==> src/rtl/spc_pkg.sv <==
package spc_pkg;
  localparam int WAKE_W = 7;

  typedef enum logic [1:0] {
    MODE_IDLE  = 2'b00,
    MODE_QUIET = 2'b01,
    MODE_DEEP  = 2'b10,
    MODE_WARM  = 2'b11
  } sleepMode_t;

  typedef enum logic [1:0] {
    PH_RUN   = 2'b00,
    PH_SLEEP = 2'b01,
    PH_START = 2'b10,
    PH_HALT  = 2'b11
  } phase_t;

  // control -> datapath strobes
  typedef struct packed {
    phase_t phase;
    logic   enter;
    logic   takeWake;
    logic   cntStart;
    logic   cntHalt;
  } spcStrobe_t;

  // datapath -> control flags
  typedef struct packed {
    logic seBit;
    logic wakeHit;
    logic rstHit;
    logic needOsc;
    logic startDone;
    logic haltDone;
    logic wakeIsRst;
  } spcFlag_t;

  localparam logic [WAKE_W-1:0] MASK_IDLE  = 7'b111_1111;
  localparam logic [WAKE_W-1:0] MASK_QUIET = 7'b011_0111;
  localparam logic [WAKE_W-1:0] MASK_OFF   = 7'b011_0100;
endpackage

==> src/rtl/spc_datapath.sv <==
module spc_datapath
  import spc_pkg::*;
#(
  parameter int STARTUP_TICKS = 16,
  parameter int HALT_CYCLES   = 4
) (
  input  logic              clk,
  input  logic              rstN,
  input  logic              regWrEn,
  input  logic [7:0]        regWrData,
  output logic [7:0]        regRdData,
  input  logic              adcEnable,
  input  logic [WAKE_W-1:0] wakeReq,
  input  logic              rstReq,
  input  logic              asyncTick,
  input  spcStrobe_t        strobe,
  output spcFlag_t          flag,
  output logic [4:0]        clkEn,
  output logic              oscEn,
  output logic              adcStart
);
  localparam int START_W = (STARTUP_TICKS > 1) ? $clog2(STARTUP_TICKS) : 1;
  localparam int HALT_W  = (HALT_CYCLES > 1) ? $clog2(HALT_CYCLES) : 1;
  localparam logic [START_W-1:0] START_LAST = START_W'(STARTUP_TICKS - 1);
  localparam logic [HALT_W-1:0]  HALT_LAST  = HALT_W'(HALT_CYCLES - 1);

  logic               seBit;
  sleepMode_t         cfgMode;
  sleepMode_t         sleepMode;
  logic               wakeIsRst;
  logic [START_W-1:0] startCnt;
  logic [HALT_W-1:0]  haltCnt;
  logic [WAKE_W-1:0]  wakeMask;

  always_ff @(posedge clk or negedge rstN) begin
    if (!rstN) begin
      seBit   <= 1'b0;
      cfgMode <= MODE_IDLE;
    end else if (regWrEn) begin
      seBit   <= regWrData[5];
      cfgMode <= sleepMode_t'(regWrData[4:3]);
    end
  end

  assign regRdData = {2'b00, seBit, cfgMode, 3'b000};

  always_ff @(posedge clk or negedge rstN) begin
    if (!rstN) begin
      sleepMode <= MODE_IDLE;
      adcStart  <= 1'b0;
    end else begin
      adcStart <= 1'b0;
      if (strobe.enter) begin
        sleepMode <= cfgMode;
        adcStart  <= adcEnable && !cfgMode[1];
      end
    end
  end

  always_ff @(posedge clk or negedge rstN) begin
    if (!rstN) begin
      wakeIsRst <= 1'b0;
      startCnt  <= '0;
      haltCnt   <= '0;
    end else if (strobe.takeWake) begin
      wakeIsRst <= rstReq;
      startCnt  <= '0;
      haltCnt   <= '0;
    end else begin
      if (strobe.cntStart && asyncTick) startCnt <= startCnt + 1'b1;
      if (strobe.cntHalt) haltCnt <= haltCnt + 1'b1;
    end
  end

  always_comb begin
    unique case (sleepMode)
      MODE_IDLE:  wakeMask = MASK_IDLE;
      MODE_QUIET: wakeMask = MASK_QUIET;
      default:    wakeMask = MASK_OFF;
    endcase
  end

  assign flag.seBit     = seBit;
  assign flag.wakeHit   = |(wakeReq & wakeMask);
  assign flag.rstHit    = rstReq;
  assign flag.needOsc   = (sleepMode == MODE_DEEP);
  assign flag.startDone = asyncTick && (startCnt == START_LAST);
  assign flag.haltDone  = (haltCnt == HALT_LAST);
  assign flag.wakeIsRst = wakeIsRst;

  // clkEn order: {cpu, flash, io, adc, async}
  always_comb begin
    clkEn = 5'b11111;
    oscEn = 1'b1;
    unique case (strobe.phase)
      PH_SLEEP: begin
        unique case (sleepMode)
          MODE_IDLE:  clkEn = 5'b00111;
          MODE_QUIET: clkEn = 5'b00011;
          MODE_DEEP: begin
            clkEn = 5'b00000;
            oscEn = 1'b0;
          end
          default:    clkEn = 5'b00000;
        endcase
      end
      PH_START: clkEn = 5'b00000;
      default:  clkEn = 5'b11111;
    endcase
  end
endmodule

==> src/rtl/spc_control.sv <==
module spc_control
  import spc_pkg::*;
(
  input  logic       clk,
  input  logic       rstN,
  input  logic       sleepInstr,
  input  spcFlag_t   flag,
  output spcStrobe_t strobe,
  output logic       cpuHold,
  output logic       irqGo,
  output logic       rstVecGo
);
  phase_t phase, phaseNext;
  logic   irqNext, rstNext;

  always_comb begin
    phaseNext       = phase;
    irqNext         = 1'b0;
    rstNext         = 1'b0;
    strobe.enter    = 1'b0;
    strobe.takeWake = 1'b0;
    strobe.cntStart = 1'b0;
    strobe.cntHalt  = 1'b0;
    unique case (phase)
      PH_RUN: begin
        if (sleepInstr && flag.seBit) begin
          strobe.enter = 1'b1;
          phaseNext    = PH_SLEEP;
        end
      end
      PH_SLEEP: begin
        if (flag.rstHit || flag.wakeHit) begin
          strobe.takeWake = 1'b1;
          if (flag.needOsc) begin
            phaseNext = PH_START;
          end else if (flag.rstHit) begin
            phaseNext = PH_RUN;
            rstNext   = 1'b1;
          end else begin
            phaseNext = PH_HALT;
          end
        end
      end
      PH_START: begin
        strobe.cntStart = 1'b1;
        if (flag.startDone) begin
          if (flag.wakeIsRst) begin
            phaseNext = PH_RUN;
            rstNext   = 1'b1;
          end else begin
            phaseNext = PH_HALT;
          end
        end
      end
      default: begin
        strobe.cntHalt = 1'b1;
        if (flag.haltDone) begin
          phaseNext = PH_RUN;
          irqNext   = 1'b1;
        end
      end
    endcase
  end

  always_ff @(posedge clk or negedge rstN) begin
    if (!rstN) begin
      phase    <= PH_RUN;
      irqGo    <= 1'b0;
      rstVecGo <= 1'b0;
    end else begin
      phase    <= phaseNext;
      irqGo    <= irqNext;
      rstVecGo <= rstNext;
    end
  end

  assign strobe.phase = phase;
  assign cpuHold      = (phase != PH_RUN);
endmodule

==> src/rtl/sleep_power_ctrl.sv <==
module sleep_power_ctrl
  import spc_pkg::*;
#(
  parameter int STARTUP_TICKS = 16,
  parameter int HALT_CYCLES   = 4
) (
  input  logic              clk,
  input  logic              rstN,
  input  logic              regWrEn,
  input  logic [7:0]        regWrData,
  output logic [7:0]        regRdData,
  input  logic              sleepInstr,
  input  logic              adcEnable,
  input  logic [WAKE_W-1:0] wakeReq,
  input  logic              rstReq,
  input  logic              asyncTick,
  output logic              clkEnCpu,
  output logic              clkEnFlash,
  output logic              clkEnIo,
  output logic              clkEnAdc,
  output logic              clkEnAsync,
  output logic              oscEn,
  output logic              adcStart,
  output logic              cpuHold,
  output logic              irqGo,
  output logic              rstVecGo
);
  spcStrobe_t strobe;
  spcFlag_t   flag;
  logic [4:0] clkEn;

  spc_control uCtrl (
    .clk        (clk),
    .rstN       (rstN),
    .sleepInstr (sleepInstr),
    .flag       (flag),
    .strobe     (strobe),
    .cpuHold    (cpuHold),
    .irqGo      (irqGo),
    .rstVecGo   (rstVecGo)
  );

  spc_datapath #(
    .STARTUP_TICKS (STARTUP_TICKS),
    .HALT_CYCLES   (HALT_CYCLES)
  ) uData (
    .clk       (clk),
    .rstN      (rstN),
    .regWrEn   (regWrEn),
    .regWrData (regWrData),
    .regRdData (regRdData),
    .adcEnable (adcEnable),
    .wakeReq   (wakeReq),
    .rstReq    (rstReq),
    .asyncTick (asyncTick),
    .strobe    (strobe),
    .flag      (flag),
    .clkEn     (clkEn),
    .oscEn     (oscEn),
    .adcStart  (adcStart)
  );

  assign {clkEnCpu, clkEnFlash, clkEnIo, clkEnAdc, clkEnAsync} = clkEn;
endmodule

==> config.mk <==
export PLATFORM = sky130hd
export DESIGN_NAME = sleep_power_ctrl
export DESIGN_NICKNAME = d
export VERILOG_FILES = /design/src/rtl/spc_pkg.sv /design/src/rtl/spc_datapath.sv /design/src/rtl/spc_control.sv /design/src/rtl/sleep_power_ctrl.sv
export SDC_FILE = /design/constraint.sdc
export NUM_CORES = 1
export LEC_CHECK = 0
export BUFFER_PORTS_ARGS = -buffer_cell sky130_fd_sc_hd__buf_2
export CAP_MARGIN = 10
export CORE_MARGIN = 4
export CORE_UTILIZATION = 47
export CTS_CLUSTER_DIAMETER = 30
export DETAILED_ROUTE_END_ITERATION = 10
export PLACE_DENSITY = 0.85
export SLEW_MARGIN = 30
export SYNTH_ARGS = -nofsm -noshare
export SYNTH_HDL_FRONTEND = slang
export SYNTH_SLANG_ARGS = --single-unit
export TNS_END_PERCENT = 100
==> constraint.sdc <==
create_clock -name clk -period 2.3 [get_ports clk]
set_input_delay 0.46 -clock clk [delete_from_list [all_inputs] [get_ports clk]]
set_output_delay 0.46 -clock clk [all_outputs]
set_load 0.005 [all_outputs]
# Yosys cells after proc, flatten, opt, wreduce, memory -nomap -nowiden
# Index checks and enable logic that the tools add are counted.
# Widths: inputs -> output; s select.
[totals]
register_bits = 17
input_bits = 22
out_inout_bits = 18
elab_cells = 68
[classes]
addsub = 2
n_eq_ne = 10
mux = 31
bitwise_logic = 1
n_reduce_logical = 14
[op_table]
columns = ["op", "n"]
rows = [
  ["$mux 2", 9],
  ["$mux 1", 15],
  ["$pmux 7 s2", 1],
  ["$pmux 5 s2", 1],
  ["$mux 4", 2],
  ["$and 7x7->7", 1],
  ["$reduce_or 7->1", 1],
  ["$eq 2x2->1 const B", 3],
  ["$ne 2x1->1 const B", 3],
  ["$pmux 2 s3", 1],
  ["$pmux 3 s2", 1],
  ["$add 4x1->4 const B", 1],
  ["$eq 2x1->1 const B", 2],
  ["$eq 4x4->1 const B", 1],
  ["$logic_and 1x1->1", 4],
  ["$logic_not 2->1", 2],
  ["$reduce_and 4->1", 1],
  ["$reduce_bool 2->1", 2],
  ["$reduce_bool 4->1", 1],
  ["$reduce_or 3->1", 1],
  ["$add 2x1->2 const B", 1],
  ["$ne 2x2->1 const B", 1],
  ["$pmux 1 s2", 1],
  ["$logic_not 1->1", 1],
  ["$logic_or 1x1->1", 1],
]

# Depth between registers and ports, before layout
[logic_depth]
word_depth = 8
mapped_depth = 7
depth_no_buf = 6

# Hierarchy
# Synthesis repeated with hierarchy kept, for this count alone.
[unflattened]
hier_cells = 101
hier_area_um2 = 1061.0
[modules_own_cells]
columns = ["module", "instances", "cells_per_inst", "area_each_um2", "seq_area_each_um2"]
rows = [
  ["spc_datapath", 1, 67, 708.2, 325.3],
  ["spc_control", 1, 34, 352.8, 100.1],
]

# Worst setup path after synthesis
# Ideal clock, no wire load.
[synth_timing]
path_type = "flip-flop to output port"
from = "reg uCtrl.phase[1]"
to = "out clkEnIo"
t_arrival_ns = 1.213
required_time_ns = 1.840
setup_slack_ns = 0.627
stages_incl_launch_ff = 7
n_path_buf = 1
path_cell_list = "dfrtp_1 -> inv_1 -> ha_1 -> buf_4 -> inv_1 -> or3_1 -> o21ai_0"
[synth_via]
elab_chain_cells = 2
elab_cells_between_ends = 3
cone_classes = "2 x eq/ne; 1 x mux"
[synth_lines]
columns = ["item", "line", "rtl"]
rows = [
  ["from (decl)", "spc_control.sv:13", "phase_t phase, phaseNext;"],
  ["from (signal assigned)", "spc_control.sv:71", "phase <= phaseNext;"],
  ["$eq 2x2->1 / $eq 2x1->1 (equally long branches)", "spc_datapath.sv:95", "unique case (strobe.phase)"],
  ["$pmux 5 s2 *", "spc_datapath.sv:95", ""],
  ["to (decl)", "sleep_power_ctrl.sv:19", "output logic clkEnIo,"],
]
# Every way passes the cells marked *; elsewhere a longest branch is shown, timed or not.

# Final worst setup path
# Same ends and word-level chain as after synthesis.

==> results.md <==
Synth:
- By count the netlist is led by 17 x sky130_fd_sc_hd__dfrtp_1, 9 x sky130_fd_sc_hd__buf_4, 7 x sky130_fd_sc_hd__inv_1.
- The average size of a mapped cell is 10.6 um^2.
- The share of flip-flops with an asynchronous set or reset after synthesis is 100%.
- The cell area after synthesis is 993 um^2.
- After synthesis, flip-flops and latches occupy 42.8% of the total area.
- By area the synthesized netlist is led by sky130_fd_sc_hd__dfrtp_1 43%, sky130_fd_sc_hd__ha_1 7.6%, sky130_fd_sc_hd__buf_4 6.8%.
- In the synthesized netlist the dominant register cell turns out to be sky130_fd_sc_hd__dfrtp_1.
- The fraction of post-synthesis cell area in the top cell type by area is 42.8%.
- In this run, distinct cell masters in the synthesized netlist total 32.
- For this run, the number of Yosys warnings is 0.
- By instance count, the leading cell after synthesis is sky130_fd_sc_hd__dfrtp_1.
- The instance count of the mapped netlist is 94.
- The synthesized design contains 0 enable-type register cells.
- The flip-flop and latch count after synthesis is 17.
- The cell type with the largest total area after synthesis is sky130_fd_sc_hd__dfrtp_1.

Floorplan:
- The initialized floorplan defines 16 standard-cell rows.
- The vertical extent of the die is 54.0 um.
- The number of primary I/O pins is 40.
- The initial core utilization is 50.1%.
- The floorplan die width is 54.0 um.
- The core region is 1980 um^2.
- The die covers 2910 um^2.

STA:
- The total count of hold-check failures in the final report is 0.
- The clock skew after layout is 0.00369 ns.
- The final critical path takes up 94.0% of the cycle.
- After routing, the total negative slack on setup checks comes to 0 ns.
- The count of final max-slew check failures is 0.
- The highest achievable clock rate is 0.463 GHz.
- The shortest clock period the worst path allows after layout is 2.16 ns.
- After layout, the worst setup slack is 0.138 ns.
- The number of setup violations in the final report is 0.
- Setup repair after global routing left no endpoint under its margin.

Placement:
- Routability-driven placement finished with a final weighted congestion of 0.800.
- Port buffering added 29 buffers.
- The half-perimeter wire length of the detailed placement result is 1420 um.
- The setup slack at placement is 0.361 ns.
- The total placed instance area is 1100 um^2.

Power and ir drop:
- For this design the ratio of total power to cell area is 1040 nW/um^2.
- After layout, the design draws a total of 0.00118 W.
- The leakage component of the power is 0.553 nW.
- The peak ir drop on the vdd network is 568 uV.

Finish:
- The post-route netlist has 40.8% of its cells at a drive strength greater than 1.
- The layout overhead on the synthesized area is 14.0%.
- The fill cell instance count of the final layout is 177.
- The net count of the finished layout is 149.
- The post-layout instance area is 1130 um^2.
- The repair_antennas step left the layout with diodes totalling 0.
- The core occupancy in the finished layout is 57.1%.

Global routing:
- The number of antenna violations at the first check in global routing was 0.
- Entering global routing, the biggest net connects 18 pins.
- The number of global-route vias before repair came to 680.
- The global-route usage over all layers is 13.6%.
- For this run the aggregate overflow at the end of global routing stands at 0.
- The wire length of the first global-routing pass is 2820 um.

Drt:
- After detailed routing, the average wire length per cell comes to 12.2 um.
- The mean number of vias per cell is 4.88.
- The first-pass detailed-route iteration total is 4.
- The final antenna-violating net count is 0.
- For this run, design rule violations remaining after detail routing come to 0.
- For this block, the initial DRC count from the detailed router was 4.
- The via count is 718.
- After detailed routing, the total wire length is 1790 um.

Job:
- The max capacitance violation total is 0.

Worst setup path:
- Setup slack on the worst reg-to-reg path comes out at 0.57 ns.
- For the worst setup path, the data required time is 1.84 ns.
- The worst stage delay on the critical path is 0.42 ns.
- The launching element type of the critical path is a register.
- The cell seen most often among critical-path stages is sky130_fd_sc_hd__inv_1.
- The critical path goes through inv_1 > ha_2 > inv_1 > or3_1 > o21ai_0 > buf_2.
- Counting cells, the worst reg-to-reg path comes to 6.
- The top fanout value on the critical path is 8.
- Data arrives at the worst endpoint at 1.70 ns.
- In this run the critical register-to-register path is captured at uCtrl.phase[1].
- The critical path capture point type is a primary output.
- The worst setup path is of the register to primary output kind.
- The startpoint of the worst register-to-register path is uCtrl.phase[0].
- The standard cell with the maximum stage delay on the critical path is sky130_fd_sc_hd__dfrtp_1.

Clock tree:
- TritonCTS built the clock tree.
- In this run the clock root is driven by a sky130_fd_sc_hd__clkbuf_4.
- The maximum root-to-sink buffer count is 2.
- The number of H-tree branching levels is 1.
- The CTS sink count is 17.
- Clock-pin slew was measured on the worst setup and hold paths at 0.09 ns.
- The clock reaches the later pin of the worst-skew pair after 0.27 ns.
- Clock tree synthesis inserted a total of 3 buffers.

Min path:
- The worst hold path belongs to the class primary input to async pin.

Outcome:
- The run finished with clean final reports.
## cell families (layout without fill, tap and decap cells)
| family | after synthesis | count (layout) | share of synthesized area, % |
|---|---|---|---|
| AND/OR/NAND/NOR | 28 | 28 | 15.5 |
| buffers and inverters | 18 | 40 | 11.1 |
| flip-flops | 17 | 17 | 42.8 |
| AO/OA/AOI/OAI | 11 | 11 | 9.19 |
| multiplexers | 9 | 9 | 9.95 |
| adder cells (fa/ha/maj) | 6 | 6 | 7.56 |
| XOR/XNOR | 4 | 4 | 3.53 |
| other | 1 | 5 | 0.377 |
## cell usage in the layout, fill, tap and decap left out
cell / Yosys / routed
sky130_fd_sc_hd__a21oi_1: 1 / 1
sky130_fd_sc_hd__a21oi_2: 1 / 1
sky130_fd_sc_hd__a221oi_2: 1 / 1
sky130_fd_sc_hd__a31oi_1: 1 / 1
sky130_fd_sc_hd__and2_1: 2 / 2
sky130_fd_sc_hd__buf_2: 0 / 29
sky130_fd_sc_hd__clkbuf_1: 0 / 1
sky130_fd_sc_hd__clkbuf_4: 0 / 3
sky130_fd_sc_hd__conb_1: 1 / 5
sky130_fd_sc_hd__dfrtp_1: 17 / 17
sky130_fd_sc_hd__ha_1: 6 / 5
sky130_fd_sc_hd__ha_2: 0 / 1
sky130_fd_sc_hd__inv_1: 7 / 7
sky130_fd_sc_hd__mux2_1: 2 / 2
sky130_fd_sc_hd__mux2_2: 5 / 5
sky130_fd_sc_hd__mux2i_1: 2 / 2
sky130_fd_sc_hd__nand2_1: 6 / 6
sky130_fd_sc_hd__nand3_1: 5 / 5
sky130_fd_sc_hd__nand4_1: 1 / 1
sky130_fd_sc_hd__nor2_1: 3 / 3
sky130_fd_sc_hd__nor2_2: 5 / 5
sky130_fd_sc_hd__nor2b_1: 1 / 1
sky130_fd_sc_hd__nor3b_1: 1 / 1
sky130_fd_sc_hd__nor4_1: 1 / 1
sky130_fd_sc_hd__nor4_2: 1 / 1
sky130_fd_sc_hd__o21ai_0: 2 / 2
sky130_fd_sc_hd__o21ai_2: 2 / 2
sky130_fd_sc_hd__o21bai_2: 1 / 1
sky130_fd_sc_hd__o22a_1: 1 / 1
sky130_fd_sc_hd__o311ai_1: 1 / 1
sky130_fd_sc_hd__or3_1: 2 / 2
sky130_fd_sc_hd__xnor2_1: 2 / 2
sky130_fd_sc_hd__xor2_1: 2 / 2
## critical path, delay by kind of cell (launching register included)
family / cells / cell delay (ns)
flip-flops: 1 / 0.42
AND/OR/NAND/NOR: 1 / 0.36
buffers and inverters: 3 / 0.32
AO/OA/AOI/OAI: 1 / 0.07
adder cells (fa/ha/maj): 1 / 0.25
## state kept, by name, summed over array words and instances (netlist names)
signal / count
uData.haltCnt: 2
uCtrl.irqGo: 1
uData.seBit: 1
uCtrl.rstVecGo: 1
uData.cfgMode: 2
uData.adcStart: 1
uData.sleepMode: 2
uData.startCnt: 4
uData.wakeIsRst: 1
uCtrl.phase: 2
## metrics by stage
stage	cells	hold WS, ns
finish	147	0.0851
global route	147	0.0871
CTS	147	0.0952
detailed placement	143	0.399
global placement	143	0.392
floorplan	98	0.164
## report_power, final
part	internal, W	switching (W)
logic	0.000274	0.000307
clock network	0.0000671	0.0000826
registers	0.000379	0.0000683
## area by class of cell
class / instances / area, um^2 / area share (%)
inverter: 7 / 26.3 / 2.32
tap: 27 / 33.8 / 2.98
timing repair buffer: 29 / 145 / 12.8
multi-input combinational: 63 / 475 / 42.0
sequential: 17 / 425 / 37.6
clock buffer: 4 / 26.3 / 2.32
## what timing repair did
item                                    in CTS  in global routing
endpoints found under the setup margin       0                  1
resized for setup                            0                  1
setup buffers                                0                  0
hold buffers                                 0                  0
## layer usage
metal | wire length [um] | part of all wire [%] | global-route usage (%)
met1 | 735 | 41 | 17.2
met2 | 936 | 52 | 21.6
met3 | 102 | 5.7 | 3.60
met5 | 0 | 0 | 0
met4 | 13 | 0.73 | 6.22
## worst max-delay path by stage
stage,startpoint,to
final,uCtrl.phase[1],clkEnIo
after global placement,uCtrl.phase[1],clkEnIo
after floorplan,uCtrl.phase[1],clkEnIo
after detailed placement,uCtrl.phase[1],clkEnIo
after global routing,uCtrl.phase[1],clkEnIo
after CTS,uCtrl.phase[1],clkEnIo
No activity file was read; power rests on OpenSTA's default activity.
